`src/rtl/idlealign_pkg.sv`:
```
package idlealign_pkg;
  localparam int SCR_W = 7;
  localparam logic [SCR_W-1:0] SCR_SEED = 7'h7F;
  localparam logic [7:0] CH_A = 8'h17;
  localparam logic [7:0] CH_K = 8'h4E;
  localparam logic [7:0] CH_R = 8'h74;

  typedef enum logic [1:0] {SEL_DATA, SEL_A, SEL_K, SEL_R} col_sel_t;

  // One byte step of the x^7+x^6+1 additive generator: {next state, keystream}
  function automatic logic [SCR_W+7:0] scr_step(input logic [SCR_W-1:0] s_in);
    logic [SCR_W-1:0] s;
    logic [7:0]       ks;
    logic             fb;
    s  = s_in;
    ks = '0;
    for (int b = 0; b < 8; b++) begin
      fb    = s[6] ^ s[5];
      ks[b] = fb;
      s     = {s[5:0], fb};
    end
    return {s, ks};
  endfunction
endpackage

```
`src/rtl/las_lane_scr.sv`:
```
module las_lane_scr
  import idlealign_pkg::*;
(
  input  logic       clk,
  input  logic       rst,
  input  logic       adv_i,
  input  logic       reseed_i,
  input  logic [7:0] byte_i,
  output logic [7:0] byte_o
);
  logic [SCR_W-1:0] st_q;
  logic [SCR_W+7:0] step;

  assign step   = scr_step(st_q);
  assign byte_o = byte_i ^ step[7:0];

  always_ff @(posedge clk) begin
    if (rst || reseed_i) st_q <= SCR_SEED;
    else if (adv_i)      st_q <= step[SCR_W+7:8];
  end
endmodule

```
`src/rtl/las_sequencer.sv`:
```
module las_sequencer
  import idlealign_pkg::*;
#(
  parameter int PERIOD = 2048
) (
  input  logic     clk,
  input  logic     rst,
  input  logic     idle_i,
  output col_sel_t sel_o,
  output logic     adv_o,
  output logic     reseed_o,
  output logic     abort_o
);
  localparam int CW = $clog2(PERIOD + 1);
  localparam logic [CW-1:0] CNT_DUE = CW'(PERIOD);

  typedef enum logic [1:0] {PH_PASS, PH_K, PH_R} phase_t;

  phase_t        ph_q, ph_n;
  logic [CW-1:0] cnt_q, cnt_n;
  logic          due;

  assign due = (cnt_q == CNT_DUE);

  always_comb begin
    sel_o    = SEL_DATA;
    adv_o    = 1'b1;
    reseed_o = 1'b0;
    abort_o  = 1'b0;
    ph_n     = ph_q;
    cnt_n    = cnt_q;
    case (ph_q)
      PH_PASS: begin
        if (due && idle_i) begin
          sel_o = SEL_A;
          adv_o = 1'b0;
          ph_n  = PH_K;
        end else if (!due) begin
          cnt_n = cnt_q + CW'(1);
        end
      end
      PH_K: begin
        if (idle_i) begin
          sel_o = SEL_K;
          adv_o = 1'b0;
          ph_n  = PH_R;
        end else begin
          abort_o = 1'b1;
          ph_n    = PH_PASS;
        end
      end
      PH_R: begin
        if (idle_i) begin
          sel_o    = SEL_R;
          adv_o    = 1'b0;
          reseed_o = 1'b1;
          ph_n     = PH_PASS;
          cnt_n    = '0;
        end else begin
          abort_o = 1'b1;
          ph_n    = PH_PASS;
        end
      end
      default: ph_n = PH_PASS;
    endcase
  end

  always_ff @(posedge clk) begin
    if (rst) begin
      ph_q  <= PH_PASS;
      cnt_q <= '0;
    end else begin
      ph_q  <= ph_n;
      cnt_q <= cnt_n;
    end
  end
endmodule

```
`src/rtl/lane_align_scrambler.sv`:
```
module lane_align_scrambler
  import idlealign_pkg::*;
#(
  parameter int LANES  = 4,
  parameter int PERIOD = 2048
) (
  input  logic               clk,
  input  logic               rst,
  input  logic [LANES*8-1:0] col_data_i,
  input  logic [LANES-1:0]   col_ctrl_i,
  input  logic               gap_i,
  output logic [LANES*8-1:0] col_data_o,
  output logic               short_gap_o
);
  col_sel_t           seq_sel;
  logic               seq_adv, seq_reseed, seq_abort;
  logic               idle_col;
  logic [LANES*8-1:0] scr_col;
  logic [LANES*8-1:0] data_q;
  logic               err_q;

  assign idle_col = gap_i & (&col_ctrl_i);

  las_sequencer #(.PERIOD(PERIOD)) u_seq (
    .clk      (clk),
    .rst      (rst),
    .idle_i   (idle_col),
    .sel_o    (seq_sel),
    .adv_o    (seq_adv),
    .reseed_o (seq_reseed),
    .abort_o  (seq_abort)
  );

  for (genvar n = 0; n < LANES; n++) begin : g_lane
    las_lane_scr u_scr (
      .clk      (clk),
      .rst      (rst),
      .adv_i    (seq_adv),
      .reseed_i (seq_reseed),
      .byte_i   (col_data_i[8*n +: 8]),
      .byte_o   (scr_col[8*n +: 8])
    );

    always_ff @(posedge clk) begin
      if (rst) data_q[8*n +: 8] <= 8'h00;
      else begin
        case (seq_sel)
          SEL_A:   data_q[8*n +: 8] <= CH_A;
          SEL_K:   data_q[8*n +: 8] <= CH_K;
          SEL_R:   data_q[8*n +: 8] <= CH_R;
          default: data_q[8*n +: 8] <= scr_col[8*n +: 8];
        endcase
      end
    end
  end

  always_ff @(posedge clk) begin
    if (rst) err_q <= 1'b0;
    else     err_q <= seq_abort;
  end

  assign col_data_o  = data_q;
  assign short_gap_o = err_q;
endmodule

```
`config.mk`:
```
export PLATFORM = sky130hd
export DESIGN_NAME = lane_align_scrambler
export DESIGN_NICKNAME = d
export VERILOG_FILES = /design/src/rtl/idlealign_pkg.sv /design/src/rtl/las_lane_scr.sv /design/src/rtl/las_sequencer.sv /design/src/rtl/lane_align_scrambler.sv
export SDC_FILE = /design/constraint.sdc
export NUM_CORES = 1
export LEC_CHECK = 0
export ABC_AREA = 1
export CAP_MARGIN = 5
export CORE_MARGIN = 3
export CORE_UTILIZATION = 25
export CTS_BUF_LIST = sky130_fd_sc_hd__clkbuf_8
export DETAILED_ROUTE_END_ITERATION = 8
export HOLD_SLACK_MARGIN = 0.03
export PLACE_DENSITY_LB_ADDON = 0.08
export SYNTH_ARGS = -nofsm -noshare
export SYNTH_HDL_FRONTEND = slang
export SYNTH_SLANG_ARGS = --single-unit
```
`constraint.sdc`:
```
create_clock -name clk -period 2.1 [get_ports clk]
set_clock_uncertainty 0.05 [all_clocks]
set_input_delay 0.63 -clock clk [delete_from_list [all_inputs] [get_ports clk]]
set_output_delay 0.63 -clock clk [all_outputs]
set_load 0.01 [all_outputs]
```
; ---- Word level (Yosys, flattened, before mapping)
; Index checks and enable logic that the tools add are counted.
[word_totals]
register_bits = 75
latch_bits = 0
ram_bits = 0
romBits = 0
inputBits = 39
word_cells = 87
memories = 0
[op_classes]
n_addsub = 1
mul = 0
n_div = 0
n_lt_le_gt_ge = 0
eq_ne = 10
shifts = 0
muxes = 19
bitwise = 38
reduce_logical = 8
[ops]
columns = operator, n
row1 = case mux 8 bit (3 select lines), 4
row2 = 2-to-1 mux 12 bit, 3
row3 = bitwise XOR 1 bit, 32
row4 = bitwise XOR 8 bit, 4
row5 = case mux 12 bit (2 select lines), 1
row6 = adder 12 x 1 -> 12 bit (second input constant), 1
row7 = == test 12 bit (second input constant), 1
row8 = AND reduction 4 bit, 2
row9 = == test 2 bit (second input constant), 3
row10 = 2-to-1 mux 2 bit, 3
row11 = case mux 2 bit (3 select lines), 1
row12 = 2-to-1 mux 1 bit, 5
row13 = == test 2 x 1 -> 1 bit (second input constant), 2
row14 = != test 2 x 1 -> 1 bit (second input constant), 2
row15 = != test 2 bit (second input constant), 2
row16 = case mux 2 bit (2 select lines), 1
row17 = OR reduction 2 bit, 2
row18 = logical NOT 2 bit, 1
row19 = case mux 1 bit (2 select lines), 1
row20 = nonzero test 2 bit, 1
row21 = AND 1 bit, 1
row22 = logical AND 1 bit, 1
row23 = logical OR 1 bit, 1
row24 = inverter 1 bit, 1

; ---- Logic depth before layout (Yosys ltp)
[depth]
depth_word = 7
mapped_depth = 14
mapped_depth_nobuf = 12

; ---- Cells and area by module
; A second synthesis with hierarchy kept.
[hier_totals]
hier_cells = 519
hier_area_um2 = 3871.2
[by_module_without_submodules]
columns = module, n_inst, cells_each, area_each_um2, seq_area_each_um2
row1 = las_lane_scr, 4, 60, 425.4, 140.1
row2 = lane_align_scrambler, 1, 124, 1133.6, 660.6
row3 = las_sequencer, 1, 155, 1036.0, 280.3

; ---- Worst setup path after synthesis
; Ideal clock, no wire load.
[synth_timing]
kind = input to register
start = input port col_ctrl_i[0]
end = register data_q[22] (netlist: col_data_o[22])
setup_time_ns = 0.058
arrival_time_ns = 2.035
path_slack_ns = -0.043
path_stages = 9
path_buffers = 1
cell_sequence = nand2_1 > nor3_1 > o21ai_0 > ha_1 > buf_4 > inv_1 > o21ai_0 > or2_2 > nand2_1
[synth_between]
elab_chain_len = 7
word_cells_on_any_way = 11
[synth_lines]
columns = element, line
row1 = "start, declared", lane_align_scrambler.sv:10  ; input logic [LANES-1:0] col_ctrl_i,
row2 = AND reduction 4 bit (*), lane_align_scrambler.sv:22  ; assign idle_col = gap_i & (&col_ctrl_i);
row3 = AND 1 bit (*), lane_align_scrambler.sv:22
row4 = logical AND 1 bit, las_sequencer.sv:34  ; if (due && idle_i) begin
row5 = 2-to-1 mux 1 bit, las_sequencer.sv:34
row6 = case mux 2 bit (3 select lines) (*), las_sequencer.sv:32  ; case (ph_q)
row7 = == test 2 bit or == test 2 x 1 -> 1 bit (tied branches), lane_align_scrambler.sv:47  ; case (seq_sel)
row8 = case mux 8 bit (3 select lines) (*), lane_align_scrambler.sv:47
row9 = "end signal, assigned by index", lane_align_scrambler.sv:51  ; default: data_q[8*n +: 8] <= scr_col[8*n +: 8];
row10 = "end, declared", lane_align_scrambler.sv:19  ; logic [LANES*8-1:0] data_q;
; Every way passes the cells marked *; elsewhere a longest branch is shown, timed or not.
; A chain may end at the register's enable or synchronous reset.

; ---- Worst setup path after layout
[layout_timing]
start = input port col_ctrl_i[0]
end = register data_q[13] (netlist: col_data_o[13])
; Same word-level chain as after synthesis.

==> run summary <==
CLOCKING
-----------------------------------------------------------------------------------------------
Clock root buffer master                                                               clkbuf_8
Clock insertion delay at the later pin of the skew report                                360 ps
CTS sink count                                                                               75
H-tree depth reported by CTS                                                                  3
Clock input transition at the sequential cells of the worst setup and hold paths          80 ps
Inserted Clock Buffers                                                                        9
CTS max path bufs                                                                             2
TritonCTS clock tree                                                                      built

STA
-----------------------------------------------------------------------------------------------
Hold violation count in the final report                                                      0
Max Clock Freq                                                                          480 MHz
Fin crit period                                                                         2080 ps
Share of the clock period used by the worst path after layout                             0.993
Tightest slew margin relative to the limit                                                0.616
Slew at the pin closest to its max-slew limit                                            575 ps
Unrepaired setup endpoints after global routing                                             yes
Final count of negative-setup-slack endpoints                                                 0
Number of max-slew violations in the final report                                             0

GLOBAL ROUTE
-----------------------------------------------------------------------------------------------
Global-route total usage across every layer                                               0.140
Number of antenna violations at the first check in global routing                             0
Largest net degree at the start of global routing                                            29
Congestion Overflow GR                                                                        0
First-pass GRT wire length                                                             18300 um
Vias in the first global route                                                             3672

OUTCOME
-----------------------------------------------------------------------------------------------
Run status                                                                            completed

YOSYS
-----------------------------------------------------------------------------------------------
Dominant register cell in the synthesized netlist                                       dfxtp_1
Portion of the post-synthesis area used by sequential elements                            0.387
Syn nets                                                                                    587
Most frequently used cell type in the post-synthesis netlist                            nand2_1
Post-synthesis register bit count                                                            75
Most area-consuming cells after synthesis                                          dfxtp_1, nand2_1, nand3_1
Synth Warn #                                                                                  0
Gate count after technology mapping                                                         537
Avg Cell Area, Syn                                                                   7.23 sq um
Synth area leader                                                                       dfxtp_1
Portion of synthesized cell area occupied by the leading cell type                        0.387
Count of flip-flops with a built-in enable after synthesis                                    0
Most frequent cells after synthesis                                                nand2_1, nand3_1, dfxtp_1, inv_1, nor2_1
Summed instance area of the synthesized netlist                                    0.00388 sq mm
Count of different cell masters after synthesis                                              32
Post-synth ARST share                                                                         0

PLACED DESIGN
-----------------------------------------------------------------------------------------------
Routability-driven placement congestion ratio                                             0.853
Hpwl dp                                                                                 8720 um
Port Buffer Count                                                                            71
Number of cells in the design after placement                                               822

CELLS AND AREA
-----------------------------------------------------------------------------------------------
Diodes inserted                                                                               0
Final cell count without fillers                                                            845
Final core utilization                                                                    0.372
Net count of the finished layout                                                            706
Area growth from synthesis to layout                                                      42.6%
Fraction of layout cells with a size suffix above 1                                       0.182

DIE
-----------------------------------------------------------------------------------------------
Starting density of the core                                                              0.261
Die Outline Area                                                                   0.0171 sq mm
Ports                                                                                        72
Die W                                                                                    131 um
Core ar.                                                                           0.0149 sq mm
Y dimension of the die                                                                   131 um
Placement Rows                                                                               44

ROUTING
-----------------------------------------------------------------------------------------------
Total wire length                                                                      11900 um
Vias per Instance                                                                          4.40
Starting DRC count in detailed routing                                                      143
Number of routed nets with antenna violations                                                 0
Post-detailed-route wirelength per cell                                                 14.1 um
Number of detailed-route iterations in the first pass                                         4
DRC violation count after routing                                                             0
Vias after detailed routing                                                                3722

WORST SETUP PATH
-----------------------------------------------------------------------------------------------
CP startpoint                                                                      col_ctrl_i[0]
Required time of the critical path                                                      2330 ps
Cell-by-cell listing of the critical path                                          clkdlybuf4s50_1 > nand2_1 > nor3_2 > buf_4 > nand2_2 > ha_2 > nor2_1 > buf_4 > nand2_2 > o31ai_1
Max stage delay cell, worst path                                                   clkdlybuf4s50_1
Critical setup path kind                                                           input pin to flip-flop
Critical path capture point type                                                      flip-flop
Worst path bufs/invs                                                                          3
Worst-path fanout max                                                                         4
Nature of the critical path startpoint                                                input pin
Worst path arrival time                                                                 2310 ps
Worst r2r src                                                                      u_seq.cnt_q[0]
Maximum single-stage delay on the critical path                                          450 ps
Top delay family on crit path                                                      buffers and inverters
Worst setup slack for register-to-register paths                                         120 ps

MIN PATH
-----------------------------------------------------------------------------------------------
Hold path startpoint                                                               g_lane[1].u_scr.st_q[6]
Worst hold path class                                                              flip-flop to flip-flop

POWER AND IR DROP
-----------------------------------------------------------------------------------------------
Power per Cell Area                                                                1500 mW/mm^2
LEAKAGE                                                                              0.00249 uW
Power, Total                                                                            8300 uW
Peak supply drop                                                                       0.518 mV

JOB
-----------------------------------------------------------------------------------------------
# Max-Cap Violations                                                                          0

[metrics by stage]
stage	hold WS (ps)	cell area (sq um)	setup WS (ps)	TNS, ps
final	470	5530	15.3	0
after global routing	510	5530	-47.6	-329
after CTS	471	5400	-12.6	-31.5
after detailed placement	455	5080	-582	-27520
after global placement	451	5080	-566	-25290
after floorplan	435	3880	4.68	0
[registers in the layout, summed over array words and instances, names as in the netlist]
| signal | cells |
|---|---|
| short_gap_o | 1 |
| u_seq.ph_q | 2 |
| g_lane.u_scr.st_q | 28 |
| u_seq.cnt_q | 12 |
| col_data_o | 32 |
[final cells by class]
class | count | area (sq um)
fill | 1582 | 9330
multi-input combinational | 384 | 2170
sequential | 75 | 1500
timing repair buffer | 122 | 1140
inverter | 64 | 245
tap | 184 | 230
clock buffer | 10 | 138
clock inverter | 6 | 111
[final timing paths]
| check | to | depth (start not counted) |
|---|---|---|
| hold reg to reg | g_lane[1].u_scr.st_q[6] | 2 |
| hold / removal | g_lane[1].u_scr.st_q[6] | 2 |
| setup / recovery | col_data_o[13] | 10 |
| setup reg to reg | col_data_o[13] | 12 |
[timing repair]
item                       in CTS  in global routing
setup endpoints to repair      29                 61
pin swaps                       1                  3
gates resized for setup        14                 24
hold endpoints to repair        0                  0
cloned                          0                  1
buffers inserted                3                  3
hold buffers                    0                  0
[worst reg2reg max path, cell delays in order (launching register included)]
cell and delay [ps]:
dfxtp_1 320, inv_1 70, ha_1 180, nand2_1 70, nor2_2 150, nand3_1 110
nand2_1 110, nand2_2 60, ha_2 200, nor2_1 180, buf_4 180, nand2_2 140
o31ai_1 100
[layout by cell type (no fill, tap or decap), drive strengths merged, types with 5 or more instances in the layout]
master	n
nand4	7
clkbuf	10
nand2	121
a21oi	13
and2	11
o31ai	9
inv	67
nor2	63
xnor2	16
clkdlybuf4s50	71
xor2	15
ha	11
nand3	80
buf	51
dfxtp	75
or2	5
o21ai	26
[report_power, final]
part / switching, uW / internal [uW]
Sequential: 372 / 1960
Combinational: 2540 / 2010
Clock: 588 / 827
[layer usage]
metal | up-vias | track usage | part of all wire
met1 | 1675 | 0.187 | 0.48
met2 | 80 | 0.225 | 0.46
met4 | 0 | 0.0532 | 0.016
met5 | - | 0 | 0
li1 | 1952 | - | -
met3 | 15 | 0.0280 | 0.046
[logic make-up after synthesis]
group | share of synthesized area
AND/OR/NAND/NOR | 0.345
AO/OA/AOI/OAI | 0.0716
buffers and inverters | 0.0912
flip-flops | 0.387
adder cells (fa/ha/maj) | 0.0355
XOR/XNOR | 0.0700
Note: power is estimated with default switching activity, not from simulation.
